File: config.mk
export PLATFORM = sky130hd
export DESIGN_NAME = stopwatch_top
export DESIGN_NICKNAME = d
export VERILOG_FILES = /design/src/rtl/stopwatch_pkg.sv /design/src/rtl/sw_digit.sv /design/src/rtl/stopwatch_top.sv
export SDC_FILE = /design/constraint.sdc
export NUM_CORES = 1
export LEC_CHECK = 0
export ABC_CLOCK_PERIOD_IN_PS = 1400
export CORE_AREA = 2 2 39 41
export DETAILED_ROUTE_END_ITERATION = 16
export DIE_AREA = 0 0 41 43
export PLACE_DENSITY = 0.67
export SYNTH_ARGS = -nofsm -noshare
export SYNTH_HDL_FRONTEND = slang
export SYNTH_SLANG_ARGS = --single-unit
File: constraint.sdc
create_clock -name clk_i -period 1.4 [get_ports clk_i]
set_clock_uncertainty 0.2 [all_clocks]
set_input_delay 0.28 -clock clk_i [delete_from_list [all_inputs] [get_ports clk_i]]
set_output_delay 0.28 -clock clk_i [all_outputs]
set_load 0.1 [all_outputs]
File: src/rtl/stopwatch_pkg.sv
package stopwatch_pkg;
  localparam int unsigned SecsW = 4;
  localparam int unsigned TensW = 3;
  localparam int unsigned MinsW = 1;
  localparam int unsigned SecsLast = 9;
  localparam int unsigned TensLast = 5;
  localparam int unsigned MinsLast = 1;
endpackage

File: src/rtl/sw_digit.sv
module sw_digit #(
  parameter int unsigned W    = 4,
  parameter int unsigned LAST = 9
) (
  input  logic         clk_i,
  input  logic         rst_ni,
  input  logic         clr_i,
  input  logic         en_i,
  output logic [W-1:0] q_o,
  output logic         term_o
);
  localparam logic [W-1:0] LastV = W'(LAST);
  logic [W-1:0] inc;
  logic [W-1:0] nxt;

  assign inc    = q_o + W'(1);
  assign term_o = (q_o == LastV);
  // zero select covers both clear and wrap
  assign nxt    = (clr_i || term_o) ? '0 : inc;

  always_ff @(posedge clk_i or negedge rst_ni) begin
    if (!rst_ni)               q_o <= '0;
    else if (clr_i || en_i)    q_o <= nxt;
  end

  a_r9_in_range: assert property (@(posedge clk_i) disable iff (!rst_ni)
    q_o <= LastV);
  a_r7_hold: assert property (@(posedge clk_i) disable iff (!rst_ni)
    (!en_i && !clr_i) |=> $stable(q_o));
endmodule

File: src/rtl/stopwatch_top.sv
module stopwatch_top
  import stopwatch_pkg::*;
(
  input  logic             clk_i,
  input  logic             rst_ni,
  input  logic             tick_i,
  input  logic             run_i,
  input  logic             clear_i,
  output logic [SecsW-1:0] secs_o,
  output logic [TensW-1:0] tens_o,
  output logic [MinsW-1:0] mins_o,
  output logic             wrap_o
);
  logic step, secs_t, tens_t, mins_t;
  logic en_tens, en_mins;

  assign step    = tick_i & run_i & ~clear_i;
  assign en_tens = step & secs_t;
  assign en_mins = en_tens & tens_t;

  sw_digit #(.W(SecsW), .LAST(SecsLast)) u_secs (
    .clk_i, .rst_ni, .clr_i(clear_i), .en_i(step),
    .q_o(secs_o), .term_o(secs_t));
  sw_digit #(.W(TensW), .LAST(TensLast)) u_tens (
    .clk_i, .rst_ni, .clr_i(clear_i), .en_i(en_tens),
    .q_o(tens_o), .term_o(tens_t));
  sw_digit #(.W(MinsW), .LAST(MinsLast)) u_mins (
    .clk_i, .rst_ni, .clr_i(clear_i), .en_i(en_mins),
    .q_o(mins_o), .term_o(mins_t));

  always_ff @(posedge clk_i or negedge rst_ni) begin
    if (!rst_ni) wrap_o <= 1'b0;
    else         wrap_o <= en_mins & mins_t;
  end

  a_r3_secs_carry: assert property (@(posedge clk_i) disable iff (!rst_ni)
    (step && secs_o == 4'd9 && tens_o != 3'd5) |=> (secs_o == 0 && tens_o == $past(tens_o) + 3'd1));
  a_r5_full_wrap: assert property (@(posedge clk_i) disable iff (!rst_ni)
    (step && mins_o == 1'b1 && tens_o == 3'd5 && secs_o == 4'd9) |=> (mins_o == 0 && tens_o == 0 && secs_o == 0));
  a_r6_wrap_pulse: assert property (@(posedge clk_i) disable iff (!rst_ni)
    wrap_o |-> (secs_o == 0 && tens_o == 0 && mins_o == 0));
  a_r8_clear: assert property (@(posedge clk_i) disable iff (!rst_ni)
    clear_i |=> (secs_o == 0 && tens_o == 0 && mins_o == 0 && !wrap_o));
endmodule

==> flow_summary.html <==
<table>
<tr><th>Metric</th><th>Value</th></tr>
<tr><th colspan="2">Status</th></tr>
<tr><td>Result of the run</td><td>finished with violations</td></tr>
<tr><td>Violations in the final reports</td><td>setup timing</td></tr>
<tr><th colspan="2">Die</th></tr>
<tr><td>Cell Rows</td><td>14</td></tr>
<tr><td>I/O pin total</td><td>14</td></tr>
<tr><td>Effective utilization at floorplan</td><td>36.7%</td></tr>
<tr><td>Core Area</td><td>1380 um2</td></tr>
<tr><td>DIE AREA</td><td>1760 um2</td></tr>
<tr><td>Floorplan die width</td><td>41 um</td></tr>
<tr><td>Height of the die</td><td>43 um</td></tr>
<tr><th colspan="2">STA</th></tr>
<tr><td>Max-slew violation count</td><td>0</td></tr>
<tr><td>Worst-Margin Slew</td><td>414 ps</td></tr>
<tr><td>Final critical path time including I/O delays and setup</td><td>1640 ps</td></tr>
<tr><td>Setup Viol. Count Final</td><td>15</td></tr>
<tr><td>Fmax</td><td>0.610 GHz</td></tr>
<tr><td>Final Cycle Share</td><td>117%</td></tr>
<tr><td>RSZ-0062 raised after global routing</td><td>yes</td></tr>
<tr><td>Max-slew headroom at the worst pin</td><td>72.3%</td></tr>
<tr><td>Number of endpoints with negative hold slack in the final report</td><td>0</td></tr>
<tr><td>Worst hold margin</td><td>106 ps</td></tr>
<tr><td>Total Neg Setup Slack</td><td>-2400 ps</td></tr>
<tr><td>Final worst setup slack</td><td>-239 ps</td></tr>
<tr><th colspan="2">Clock tree</th></tr>
<tr><td>Cts bufs inserted</td><td>3</td></tr>
<tr><td>Clock Root Buffer</td><td>sky130_fd_sc_hd__clkbuf_4</td></tr>
<tr><td>Hold-fix buffer count after cts</td><td>0</td></tr>
<tr><td>Clock latency on the worst-skew pair</td><td>270 ps</td></tr>
<tr><td>Clock H-tree levels</td><td>1</td></tr>
<tr><td>Clock sinks</td><td>9</td></tr>
<tr><td>Clock slew seen by the registers of the worst setup and hold paths</td><td>70 ps</td></tr>
<tr><td>Maximum clock path buffer count</td><td>2</td></tr>
<tr><td>Clock tree from TritonCTS</td><td>built</td></tr>
<tr><th colspan="2">Layout</th></tr>
<tr><td>Area used by multi-input combinational logic</td><td>353 um2</td></tr>
<tr><td>Fill count</td><td>78</td></tr>
<tr><td>Reg area</td><td>248 um2</td></tr>
<tr><td>Final standard cell area without fillers</td><td>1070 um2</td></tr>
<tr><td>Layout Nets</td><td>99</td></tr>
<tr><td>Antenna cell count</td><td>0</td></tr>
<tr><td>Area growth from synthesis to layout</td><td>110%</td></tr>
<tr><td>Layout cells sized above 1</td><td>66.3%</td></tr>
<tr><td>Final core utilization</td><td>77.2%</td></tr>
<tr><td>Commonest non-fill, non-tap cell in the layout</td><td>sky130_fd_sc_hd__buf_4</td></tr>
<tr><td>Most frequent cells in the layout</td><td>12 x sky130_fd_sc_hd__buf_4, 9 x sky130_fd_sc_hd__buf_12, 9 x sky130_fd_sc_hd__buf_6</td></tr>
<tr><th colspan="2">Power and ir drop</th></tr>
<tr><td>Switch share</td><td>27.8%</td></tr>
<tr><td>NetSw</td><td>0.000167 W</td></tr>
<tr><td>Worst IR drop on VDD</td><td>0.664 mV</td></tr>
<tr><td>Power per standard cell area</td><td>561 nW/um2</td></tr>
<tr><td>Clk pwr share</td><td>35.2%</td></tr>
<tr><td>Standby leakage power</td><td>0.418 nW</td></tr>
<tr><td>Fraction of power consumed by combinational cells</td><td>19.9%</td></tr>
<tr><td>Int Power</td><td>0.000432 W</td></tr>
<tr><td>Sequential cell fraction of total power</td><td>44.9%</td></tr>
<tr><th colspan="2">Worst setup path</th></tr>
<tr><td>FF-to-FF Start</td><td>u_secs.q_o[0]</td></tr>
<tr><td>Worst R2R Setup Slack</td><td>-210 ps</td></tr>
<tr><td>Standard cell with the maximum stage delay on the critical path</td><td>sky130_fd_sc_hd__dfrtp_4</td></tr>
<tr><td>Largest stage delay on the critical path</td><td>490 ps</td></tr>
<tr><td>Number of buffer and inverter stages on the critical path</td><td>3</td></tr>
<tr><td>Most Frequent Cell on Critical Path</td><td>sky130_fd_sc_hd__buf_6</td></tr>
<tr><td>Kind of launch point of the worst setup path</td><td>flip-flop</td></tr>
<tr><td>Cell family with the largest share of critical-path delay</td><td>flip-flops</td></tr>
<tr><td>List of cells traversed by the critical path</td><td>buf_6 &gt; buf_6 &gt; buf_12</td></tr>
<tr><td>Crit. End Element</td><td>primary output</td></tr>
<tr><td>Critical path origin</td><td>u_secs.q_o[0]</td></tr>
<tr><td>Setup crit end</td><td>secs_o[0]</td></tr>
<tr><td>WP data required</td><td>920 ps</td></tr>
<tr><td>Critical path class</td><td>flip-flop to primary output</td></tr>
<tr><td>Depth of the most critical reg-to-reg path</td><td>6</td></tr>
<tr><td>Instance count on the critical path</td><td>3</td></tr>
<tr><td>Largest fanout of any net on the critical path</td><td>3</td></tr>
<tr><td>CP Data Arrival Time</td><td>1160 ps</td></tr>
<tr><td>Endpoint of the worst-slack reg-to-reg timing path</td><td>u_secs.q_o[2]</td></tr>
<tr><th colspan="2">Global routing</th></tr>
<tr><td>Number of antenna violations at the first check in global routing</td><td>0</td></tr>
<tr><td>Pin count of the biggest net entering global routing</td><td>10</td></tr>
<tr><td>Global-route wire length before repair</td><td>2260 um</td></tr>
<tr><td>Via count of the first global-routing pass</td><td>512</td></tr>
<tr><td>Total overflow reported by the global router</td><td>0</td></tr>
<tr><td>Total routing resource utilization after global routing</td><td>19.6%</td></tr>
<tr><th colspan="2">Placement</th></tr>
<tr><td>Placed cell area</td><td>892 um2</td></tr>
<tr><td>Count of port buffers added during placement</td><td>13</td></tr>
<tr><td>Detailed placer's ending HPWL</td><td>931 um</td></tr>
<tr><td>Placer's final routability congestion estimate</td><td>0.740</td></tr>
<tr><th colspan="2">Yosys</th></tr>
<tr><td>Sequential share of the synthesized area</td><td>44.3%</td></tr>
<tr><td>Net count after synthesis</td><td>62</td></tr>
<tr><td>Distinct cells, synth</td><td>23</td></tr>
<tr><td>Synth Warn #</td><td>0</td></tr>
<tr><td>Flops &amp; latches, synth</td><td>9</td></tr>
<tr><td>Post-Syn Area per Cell</td><td>9.58 um2</td></tr>
<tr><td>Mapped Cells</td><td>53</td></tr>
<tr><td>Cell Area, Synth</td><td>508 um2</td></tr>
<tr><th colspan="2">Detailed routing</th></tr>
<tr><td>Antenna violation net count after detailed routing</td><td>0</td></tr>
<tr><td>Routed Wire Length</td><td>1470 um</td></tr>
<tr><td>Drt wl/cell</td><td>14.0 um</td></tr>
<tr><td>Via density</td><td>5.24</td></tr>
<tr><td>DRC marker count from the first detailed-route iteration</td><td>10</td></tr>
<tr><td>Post-detailed-route DRC marker count</td><td>0</td></tr>
<tr><td>Via total after detailed routing</td><td>550</td></tr>
<tr><td>Number of search-and-repair iterations in the first detailed-routing pass</td><td>4</td></tr>
<tr><th colspan="2">Hold path</th></tr>
<tr><td>Type of the worst min-delay path</td><td>primary input to async pin</td></tr>
<tr><th colspan="2">Flow run</th></tr>
<tr><td>Max capacitance violation total</td><td>0</td></tr>
</table>
[metal layers]
layer  wire length [um]  track usage (%)  up-vias  share of wire, %
met3                 82             5.24        4               5.6
li1                   -                -      263                 -
met2                740             26.9       13                50
met4                 34             12.0        0               2.3
met1                613             26.3      270                42
met5                  0                0        -                 0
[logic make-up (layout without fill, tap and decap cells)]
group / Yosys count / count (layout) / share of synthesized area [%]
AOI/OAI and AO/OA: 10 / 10 / 11.3
adders and majority gates: 4 / 4 / 9.85
buffers and inverters: 4 / 40 / 3.20
DFF: 9 / 9 / 44.3
muxes: 1 / 1 / 1.97
and+or+nand+nor: 25 / 25 / 29.3
[Yosys cell counts]
cell type                  instances  area (um2)
sky130_fd_sc_hd__a21oi_1           5        25.0
sky130_fd_sc_hd__a21oi_2           1        8.76
sky130_fd_sc_hd__a31oi_1           1        6.26
sky130_fd_sc_hd__and2_1            1        6.26
sky130_fd_sc_hd__and3b_4           1        12.5
sky130_fd_sc_hd__buf_2             1        5.00
sky130_fd_sc_hd__clkbuf_1          1        3.75
sky130_fd_sc_hd__dfrtp_1           9         225
sky130_fd_sc_hd__ha_1              4        50.1
sky130_fd_sc_hd__inv_1             2        7.51
sky130_fd_sc_hd__mux2i_1           1        10.0
sky130_fd_sc_hd__nand2_1           6        22.5
sky130_fd_sc_hd__nand2b_1          2        12.5
sky130_fd_sc_hd__nand3_1           3        15.0
sky130_fd_sc_hd__nand3b_1          1        7.51
sky130_fd_sc_hd__nand4b_1          3        26.3
sky130_fd_sc_hd__nor2_1            1        3.75
sky130_fd_sc_hd__nor3_1            1        5.00
sky130_fd_sc_hd__nor4_1            1        6.26
sky130_fd_sc_hd__o21ai_1           2        10.0
sky130_fd_sc_hd__o31ai_1           1        7.51
sky130_fd_sc_hd__or2_1             1        6.26
sky130_fd_sc_hd__or3_1             4        25.0
[metrics by stage]
stage	std cells	setup WS, ps	total power, W
2_1_floorplan	53	-337	0.000317
3_3_place_gp	95	-301	0.000367
3_5_place_dp	95	-328	0.000368
4_1_cts	102	-241	0.000587
5_1_grt	105	-277	0.000622
6_report	105	-239	0.000599
[area by class of cell]
cell class	count	share of cell area [%]
multi-input cells	40	33.0
flip-flops and latches	9	23.2
clock buffers	4	2.46
inverters	2	0.937
repair buffers	34	38.5
well taps	16	1.87
[worst reg2reg max path, delay by kind of cell (launching register included)]
kind,cells,cell delay (ps)
flip-flops,1,430
buffers and inverters,2,210
AO/OA/AOI/OAI,1,130
adder cells (fa/ha/maj),1,110
AND/OR/NAND/NOR,2,460
[power groups by stage]
| stage | Clock, W | Combinational (W) | Sequential, W |
|---|---|---|---|
| after global routing | 0.000226 | 0.000127 | 0.000269 |
| after floorplan | 0 | 0.0000212 | 0.000296 |
| final | 0.000211 | 0.000119 | 0.000269 |
| after detailed placement | 0 | 0.0000950 | 0.000273 |
| after global placement | 0 | 0.0000939 | 0.000273 |
| after CTS | 0.000216 | 0.000103 | 0.000268 |
[worst min path at each step]
stage | from | endpoint | cells past startpoint
6_report | rst_ni | u_secs.q_o[2] | 1
5_1_grt | rst_ni | u_secs.q_o[2] | 1
4_1_cts | rst_ni | u_secs.q_o[2] | 1
3_3_place_gp | u_mins.q_o | u_mins.q_o | 2
2_1_floorplan | rst_ni | u_mins.q_o | 0
3_5_place_dp | u_mins.q_o | u_mins.q_o | 2
[flip-flops by register name (all words and copies together), names as in the netlist]
name / cells
u_secs.q_o: 4
wrap_o: 1
u_tens.q_o: 3
u_mins.q_o: 1
[repair_timing]
item / CTS / global route
gates resized for setup: 14 / 11
endpoints found under the setup margin: 15 / 15
setup buffers: 3 / 3
pin swaps: 10 / 7
Power figures use the tool's default switching activity.
